==> config.mk <==
export PLATFORM = sky130hd
export DESIGN_NAME = iter_shift_unit
export DESIGN_NICKNAME = d
export VERILOG_FILES = /design/src/rtl/iter_shift_pkg.sv /design/src/rtl/shift_decode.sv /design/src/rtl/shift_count_sel.sv /design/src/rtl/shift_step.sv /design/src/rtl/shift_ctrl.sv /design/src/rtl/iter_shift_unit.sv
export SDC_FILE = /design/constraint.sdc
export NUM_CORES = 1
export LEC_CHECK = 0
export CORE_MARGIN = 5
export CORE_UTILIZATION = 46
export CTS_BUF_LIST = sky130_fd_sc_hd__clkbuf_8
export CTS_CLUSTER_DIAMETER = 150
export DETAILED_ROUTE_END_ITERATION = 8
export PLACE_DENSITY = 0.93
export SETUP_SLACK_MARGIN = 0.02
export SYNTH_ARGS = -nofsm -noshare
export SYNTH_HDL_FRONTEND = slang
export SYNTH_SLANG_ARGS = --single-unit
==> constraint.sdc <==
create_clock -name clk_i -period 1.87 [get_ports clk_i]
set_clock_uncertainty 0.1 [all_clocks]
set_input_delay 0.4675 -clock clk_i [delete_from_list [all_inputs] [get_ports clk_i]]
set_output_delay 0.4675 -clock clk_i [all_outputs]
set_load 0.02 [all_outputs]
==> src/rtl/iter_shift_pkg.sv <==
package iter_shift_pkg;
  localparam int unsigned OP_W = 5;

  typedef enum logic [1:0] {
    MODE_LSR = 2'd0,
    MODE_ASR = 2'd1,
    MODE_LSL = 2'd2,
    MODE_ROL = 2'd3
  } shift_mode_e;

  localparam logic [OP_W-1:0] OPC_LSR = 5'd26;
  localparam logic [OP_W-1:0] OPC_ASR = 5'd27;
  localparam logic [OP_W-1:0] OPC_LSL = 5'd28;
  localparam logic [OP_W-1:0] OPC_ROL = 5'd29;
endpackage

==> src/rtl/shift_decode.sv <==
module shift_decode
  import iter_shift_pkg::*;
(
  input  logic [OP_W-1:0] opcode_i,
  output logic            valid_o,
  output shift_mode_e     mode_o
);
  always_comb begin
    valid_o = 1'b1;
    mode_o  = MODE_LSR;
    unique case (opcode_i)
      OPC_LSR: mode_o = MODE_LSR;
      OPC_ASR: mode_o = MODE_ASR;
      OPC_LSL: mode_o = MODE_LSL;
      OPC_ROL: mode_o = MODE_ROL;
      default: valid_o = 1'b0;
    endcase
  end
endmodule

==> src/rtl/shift_count_sel.sv <==
module shift_count_sel #(
  parameter int unsigned CNT_W = 5
) (
  input  logic [CNT_W-1:0] imm_cnt_i,
  input  logic [CNT_W-1:0] reg_cnt_i,
  output logic [CNT_W-1:0] cnt_o,
  output logic             zero_o
);
  // immediate wins unless it is zero
  assign cnt_o  = (imm_cnt_i != '0) ? imm_cnt_i : reg_cnt_i;
  assign zero_o = (cnt_o == '0);
endmodule

==> src/rtl/shift_step.sv <==
module shift_step
  import iter_shift_pkg::*;
#(
  parameter int unsigned DATA_W = 32
) (
  input  shift_mode_e       mode_i,
  input  logic [DATA_W-1:0] data_i,
  output logic [DATA_W-1:0] data_o
);
  for (genvar i = 0; i < DATA_W; i++) begin : g_bit
    logic nb;
    if (i == DATA_W-1) begin : g_msb
      always_comb begin
        unique case (mode_i)
          MODE_LSR: nb = 1'b0;
          MODE_ASR: nb = data_i[i];
          default:  nb = data_i[i-1];
        endcase
      end
    end else if (i == 0) begin : g_lsb
      always_comb begin
        unique case (mode_i)
          MODE_LSL: nb = 1'b0;
          MODE_ROL: nb = data_i[DATA_W-1];
          default:  nb = data_i[i+1];
        endcase
      end
    end else begin : g_mid
      always_comb begin
        unique case (mode_i)
          MODE_LSR, MODE_ASR: nb = data_i[i+1];
          default:            nb = data_i[i-1];
        endcase
      end
    end
    assign data_o[i] = nb;
  end
endmodule

==> src/rtl/shift_ctrl.sv <==
module shift_ctrl #(
  parameter int unsigned CNT_W = 5
) (
  input  logic             clk_i,
  input  logic             rst_ni,
  input  logic             start_i,
  input  logic             valid_i,
  input  logic [CNT_W-1:0] cnt_i,
  input  logic             cnt_zero_i,
  output logic             load_o,
  output logic             step_o,
  output logic             busy_o,
  output logic [CNT_W-1:0] cnt_o,
  output logic             done_o
);
  localparam logic [CNT_W-1:0] CntOne = CNT_W'(1);

  logic             busy_q, done_q;
  logic [CNT_W-1:0] cnt_q;

  assign load_o = start_i && valid_i && !busy_q;
  assign step_o = busy_q;
  assign busy_o = busy_q;
  assign cnt_o  = cnt_q;
  assign done_o = done_q;

  always_ff @(posedge clk_i or negedge rst_ni) begin
    if (!rst_ni) begin
      busy_q <= 1'b0;
      done_q <= 1'b0;
      cnt_q  <= '0;
    end else if (load_o) begin
      busy_q <= !cnt_zero_i;
      done_q <= cnt_zero_i;
      cnt_q  <= cnt_i;
    end else if (busy_q) begin
      // busy implies cnt_q >= 1
      cnt_q  <= cnt_q - CntOne;
      busy_q <= (cnt_q != CntOne);
      done_q <= (cnt_q == CntOne);
    end else begin
      done_q <= 1'b0;
    end
  end
endmodule

==> src/rtl/iter_shift_unit.sv <==
module iter_shift_unit
  import iter_shift_pkg::*;
#(
  parameter int unsigned DATA_W = 32,
  parameter int unsigned CNT_W  = $clog2(DATA_W)
) (
  input  logic              clk_i,
  input  logic              rst_ni,
  input  logic              start_i,
  input  logic [OP_W-1:0]   opcode_i,
  input  logic [DATA_W-1:0] operand_i,
  input  logic [CNT_W-1:0]  imm_cnt_i,
  input  logic [CNT_W-1:0]  reg_cnt_i,
  output logic [DATA_W-1:0] result_o,
  output logic              done_o
);
  logic              op_valid, cnt_zero, load, step, busy_q;
  shift_mode_e       dec_mode, mode_q;
  logic [CNT_W-1:0]  sel_cnt, cnt_q;
  logic [DATA_W-1:0] c_q, c_next;

  shift_decode u_dec (
    .opcode_i (opcode_i),
    .valid_o  (op_valid),
    .mode_o   (dec_mode)
  );

  shift_count_sel #(.CNT_W(CNT_W)) u_cnt (
    .imm_cnt_i (imm_cnt_i),
    .reg_cnt_i (reg_cnt_i),
    .cnt_o     (sel_cnt),
    .zero_o    (cnt_zero)
  );

  shift_ctrl #(.CNT_W(CNT_W)) u_ctrl (
    .clk_i      (clk_i),
    .rst_ni     (rst_ni),
    .start_i    (start_i),
    .valid_i    (op_valid),
    .cnt_i      (sel_cnt),
    .cnt_zero_i (cnt_zero),
    .load_o     (load),
    .step_o     (step),
    .busy_o     (busy_q),
    .cnt_o      (cnt_q),
    .done_o     (done_o)
  );

  shift_step #(.DATA_W(DATA_W)) u_step (
    .mode_i (mode_q),
    .data_i (c_q),
    .data_o (c_next)
  );

  // working register doubles as the result holder
  always_ff @(posedge clk_i or negedge rst_ni) begin
    if (!rst_ni) begin
      c_q    <= '0;
      mode_q <= MODE_LSR;
    end else if (load) begin
      c_q    <= operand_i;
      mode_q <= dec_mode;
    end else if (step) begin
      c_q <= c_next;
    end
  end

  assign result_o = c_q;
endmodule

Word level (Yosys, flattened, before mapping) --
Index checks and enable logic that the tools add are counted.
Cells by class: multiplexer cells 43, eq/ne operators 10, add/subtract/negate cells 1, reductions and logical operators 11
Operators with widths (number):
- two-way mux 32 bit | 2
- two-way mux 1 bit | 35
- == test 5 bit (second input constant) | 4
- two-way mux 5 bit | 3
- one-hot mux 2 bit (3 select lines) | 1
- == test 5 x 1 -> 1 bit (second input constant) | 1
- zero test 5 bit | 1
- inequality test 5 x 1 -> 1 bit (second input constant) | 1
- nonzero test 5 bit | 1
- subtractor 5 x 1 -> 5 bit (second input constant) | 1
- == test 2 bit (second input constant) | 2
- one-hot mux 1 bit (2 select lines) | 2
- OR reduction 4 bit | 1
- == test 2 x 1 -> 1 bit (second input constant) | 1
- logical AND 1 bit | 2
- zero test 1 bit | 2
- zero test 2 bit | 1
- inequality test 2 bit (second input constant) | 1
- AND reduction 2 bit | 1
- nonzero test 2 bit | 1
- OR reduction 2 bit | 1
Word-level totals: input bits 50, logic and storage cells 71, output and inout port bits 33, flip-flop bits (word level) 41

Logic depth before layout (Yosys ltp) --
depth in word-level cells 7, depth in mapped cells 6, depth with buffers taken out 5

Hierarchy --
A second synthesis with hierarchy kept.
Second synthesis, totals: cell total of the unflattened synthesis 271, area total of the unflattened synthesis 2862.7 um2
Modules (own cells, without submodules):
- iter_shift_unit | seq. area each 850.8 um2, instances 1, area each 1580.3 um2, cells an instance 143
- shift_step | seq. area each 0.0 um2, instances 1, area each 764.5 um2, cells an instance 72
- shift_ctrl | seq. area each 175.2 um2, instances 1, area each 386.6 um2, cells an instance 37
- shift_count_sel | seq. area each 0.0 um2, instances 1, area each 95.1 um2, cells an instance 14
- shift_decode | seq. area each 0.0 um2, instances 1, area each 36.3 um2, cells an instance 5

Worst setup path after synthesis --
Ideal clock, no wire load.
path kind reg-to-reg, start point register mode_q[1], end point register c_q[25], in the netlist result_o[25], buffers on the path 2, slack 0.277 ns, library setup time 0.127 ns, data arrival time 1.366 ns, data required time 1.643 ns, stages on the path, launching flop included 6, period minus slack after synthesis 1.593 ns, cells stage by stage dfrtp_1 -> buf_6 -> clkbuf_1 -> mux2_2 -> a222oi_1 -> inv_1
Between the ends: cells in the longest elaborated chain, start to end 5, elaborated cells between the ends (all ways) 6, those cells by class eq/ne: 1; mux: 3; reduce/logical: 2
RTL lines:
- from (decl) | RTL line iter_shift_unit.sv:18 | shift_mode_e dec_mode, mode_q;
- from (signal assigned) | RTL line iter_shift_unit.sv:62 | mode_q <= dec_mode;
- == test 2 x 1 -> 1 bit or zero test 2 bit (tied branches) | RTL line shift_step.sv:30 | unique case (mode_i)
- OR reduction 2 bit (*) | RTL line shift_step.sv:30
- two-way mux 1 bit (*) | RTL line shift_step.sv:30
- two-way mux 32 bit (*) | RTL line iter_shift_unit.sv:63 | end else if (step) begin
- two-way mux 32 bit (*) | RTL line iter_shift_unit.sv:60 | end else if (load) begin
- to (signal assigned) | RTL line iter_shift_unit.sv:61 | c_q <= operand_i;
- to (signal assigned) | RTL line iter_shift_unit.sv:64 | c_q <= c_next;
- to (decl) | RTL line iter_shift_unit.sv:20 | logic [DATA_W-1:0] c_q, c_next;
Mark *: on every way between the ends. The rest lies on a longest branch, timed or not. The select of a mux whose other input is x is not followed. A chain may end at the register's enable or synchronous reset.

Worst setup path in the final report --
start point register u_ctrl.done_q, in the netlist u_ctrl.done_o, end point output port done_o
RTL lines:
- from (decl) | RTL line shift_ctrl.sv:18 | logic busy_q, done_q;
- from (signal assigned) | RTL line shift_ctrl.sv:34 | done_q <= cnt_zero_i;
- from (signal assigned) | RTL line shift_ctrl.sv:40 | done_q <= (cnt_q == CntOne);
- to (decl) | RTL line iter_shift_unit.sv:15 | output logic done_o
No word-level cell between the ends.

==> reports/results.tsv <==
stage	metric	value	unit
sta	layout_worst_path_cycle_share	94.69	%
sta	rsz0062_at_grt	false	
setup_path	r2r_start	u_ctrl.busy_o$_DFF_PN0_	
status	status	finished, final reports clean	
global_route	antenna_found_initial	0	
sta	fin_tns_setup	0	ns
yosys	synthesis.instances	212	
setup_path	r2r-end	result_o[24]$_DFFE_PN0P_	
floorplan	die-area	6535	sq um
yosys	synth_most_common_cell	dfrtp_1	
placement	routabilityCongestion	0.7400	
clock_tree	h-tree-depth	2	
run	drv_cap	0	
yosys	synth_commonest_cells	dfrtp_1 (41), inv_1 (36), a222oi_1 (31)	
placement	port_buffers	82	
global_route	grt_max_degree	40	
placement	dp_hpwl	4.343	mm
clock_tree	clk_pin_slew	0.08	ns
yosys	syn_area_per_cell	10.89	sq um
yosys	synth_edf_count	0	
placement	pre_cts_ws	-0.3310	ns
pwr	p_seq_share	34.3	%
route	wl_met3	644	um
global_route	grt_pass1_vias	2125	
sta	hold_violations	0	
global_route	grt_pass1_wl	9.977	mm
setup_path	arrival	1.20	ns
sta	worstMarginPinSlew	0.4815	ns
pwr	p_leak	1.773	nW
cells_and_area	areaGrowthSynthToFinish	48.40	%
route	dr.max_layer_used	met4	
setup_path	crit_required	1.30	ns
sta	slew_viol_final	0	
yosys	synth_top_area_share	44.44	%
setup_path	startpoint_type	flip-flop	
clock_tree	worstSkewPairLatency	0.28	ns
pwr	ir_drop	0.7134	mV
route	met2WireLength	3.388	mm
setup_path	criticalPathCategory	flip-flop to output pin	
clock_tree	cts_inserted_buffers	5	
floorplan	io_pins	83	
pwr	p_sw_share	40.18	%
pwr	clkPwrFrac	16.0	%
setup_path	slowest_delay	0.60	ns
setup_path	crit_chain	clkdlybuf4s50_1	
cells_and_area	antenna_cells	0	
pwr	power_density	1332	nW/um^2
clock_tree	clkSinkCount	41	
route	wl_per_cell	17.94	um
sta	fin_crit	1.771	ns
setup_path	worstPathMaxFanout	1	
yosys	synth_ff_type	dfrtp_1	
setup_path	cp.depth	1	
route	vias	2164	
yosys	ys_warn_count	0	
floorplan	initial_core_util	48.24	%
yosys	synth-seq-cells	41	
route	ant_nets	0	
route	dr.pass1.iters	7	
yosys	synth_area_leader_cell	dfrtp_1	
yosys	synth_area	2308	sq um
setup_path	cp_num_buf_inv	1	
global_route	grt_overflow_total	0	
sta	final-setup-viol-count	0	
yosys	synthArstFlopShare	100.0	%
pwr	switchingPower	0.001833	W
setup_path	timing.reg2reg.setup_slack	0.19	ns
setup_path	crit_family	buffers and inverters	
global_route	grtUsageTotal	19.03	%
cells_and_area	layout-drive-gt1-share	19.34	%
sta	max_freq	564.8	MHz
clock_tree	cts_hold_buf	0	
floorplan	row_count	25	
route	drtIter0Drc	262	
setup_path	reg2reg_depth	6	
yosys	ys_types	39	
clock_tree	cts_tree	yes	
clock_tree	clockBufferDepth	2	
yosys	yosysSeqAreaShare	44.44	%
floorplan	core	4786	sq um
route	drc	0	
yosys	ys_top_cells_by_area	dfrtp_1 (44%), a222oi_1 (13%), mux2_2 (12%), inv_1 (5.9%), mux2_1 (3.4%)	
pwr	p_comb_share	49.7	%
sta	fin_ws	0.09931	ns
pwr	internal_power	0.002729	W
floorplan	die_w	80.84	um
setup_path	slowest_stage	clkdlybuf4s50_1	
floorplan	die_h	80.84	um
sta	holdWs	0.02793	ns
yosys	synth_nets	264	
setup_path	critPathCaptureType	output pin	
clock_tree	clockRootBuffer	clkbuf_8	
min_path	min_path_type	input port to asynchronous set/reset pin	
route	viasPerCell	5.817	
route	wirelength	6.673	mm
cells_and_area	layout.nets	356	
route	m1WireLength	2.633	mm
sta	slew_headroom	67.90	%
cells_and_area	utilization	71.58	%
-- power by group through the flow --
stage | Clock (W) | Combinational, W | Sequential [W]
final | 0.000730 | 0.00227 | 0.00156
after global routing | 0.000774 | 0.00248 | 0.00162
after CTS | 0.000742 | 0.00218 | 0.00156
after detailed placement | 0 | 0.00231 | 0.00158
after global placement | 0 | 0.00223 | 0.00156
after floorplan | 0 | 0.00120 | 0.00181
-- final cells by class --
| class | instances | area (sq um) |
|---|---|---|
| Clock buffer | 6 | 82.58 |
| Multi-Input combinational cell | 121 | 1100 |
| Fill cell | 363 | 1360 |
| Tap cell | 67 | 83.83 |
| Timing Repair Buffer | 98 | 959.7 |
| Inverter | 37 | 138.9 |
| Clock inverter | 2 | 33.78 |
| Sequential cell | 41 | 1027 |
-- routing by layer --
layer | GRT usage [%] | up-vias
li1 | - | 992
met3 | 3.659 | 2
met1 | 26.15 | 1048
met2 | 31.44 | 122
met5 | 0 | -
met4 | 3.716 | 0
-- cell families (layout without fill, tap and decap cells) --
logic type               Yosys count  in the layout  synth area share [%]
multiplexers                      32             32                 15.56
flip-flops                        41             41                 44.44
XOR/XNOR                           2              2                 1.084
buffers and inverters             53            143                 10.84
AND/OR/NAND/NOR                   28             28                 6.668
AO/OA/AOI/OAI                     54             57                 20.33
adder cells (fa/ha/maj)            2              2                 1.084
-- worst max-delay path by stage --
| stage | from | endpoint | slack, ns |
|---|---|---|---|
| after floorplan | mode_q[1]$_DFFE_PN0P_ | result_o[25]$_DFFE_PN0P_ | 0.28 |
| after global placement | opcode_i[2] | u_ctrl.cnt_o[4]$_DFFE_PN0P_ | -0.27 |
| after detailed placement | opcode_i[2] | u_ctrl.cnt_o[4]$_DFFE_PN0P_ | -0.33 |
| after CTS | opcode_i[2] | result_o[23]$_DFFE_PN0P_ | -0.001 |
| after global routing | u_ctrl.busy_o$_DFF_PN0_ | result_o[16]$_DFFE_PN0P_ | 0.05 |
| final | u_ctrl.done_o$_DFF_PN0_ | done_o | 0.1 |
-- stage by stage --
stage               cells  power (W)  area [sq um]
finish                372   0.004562          3426
global route          372   0.004872          3426
CTS                   364   0.004480          3301
detailed placement    354   0.003885          3202
global placement      354   0.003792          3202
floorplan             212   0.003016          2308
-- registers in the layout, indices dropped and copies added, names as in the netlist --
register / flops
result_o: 32
u_ctrl.busy_o: 1
u_ctrl.done_o: 1
mode_q: 2
u_ctrl.cnt_o: 5
-- cells in the final DEF, fill, tap and decap left out, drive strengths merged, types with 6 or more instances in the layout --
| cell | instances |
|---|---|
| dlygate4sd2 | 33 |
| buf | 16 |
| clkdlybuf4s50 | 44 |
| o21ai | 9 |
| inv | 38 |
| mux2 | 31 |
| nand2 | 6 |
| a222oi | 31 |
| dfrtp | 41 |
| clkbuf | 7 |
-- what timing repair did --
action                                  4_1_cts  5_1_grt
endpoints found under the setup margin       38       34
pin swaps                                     5       10
buffers inserted                              1        5
cloned                                        1        3
resized for setup                            34       11
Note: power is estimated with default switching activity, not from simulation.
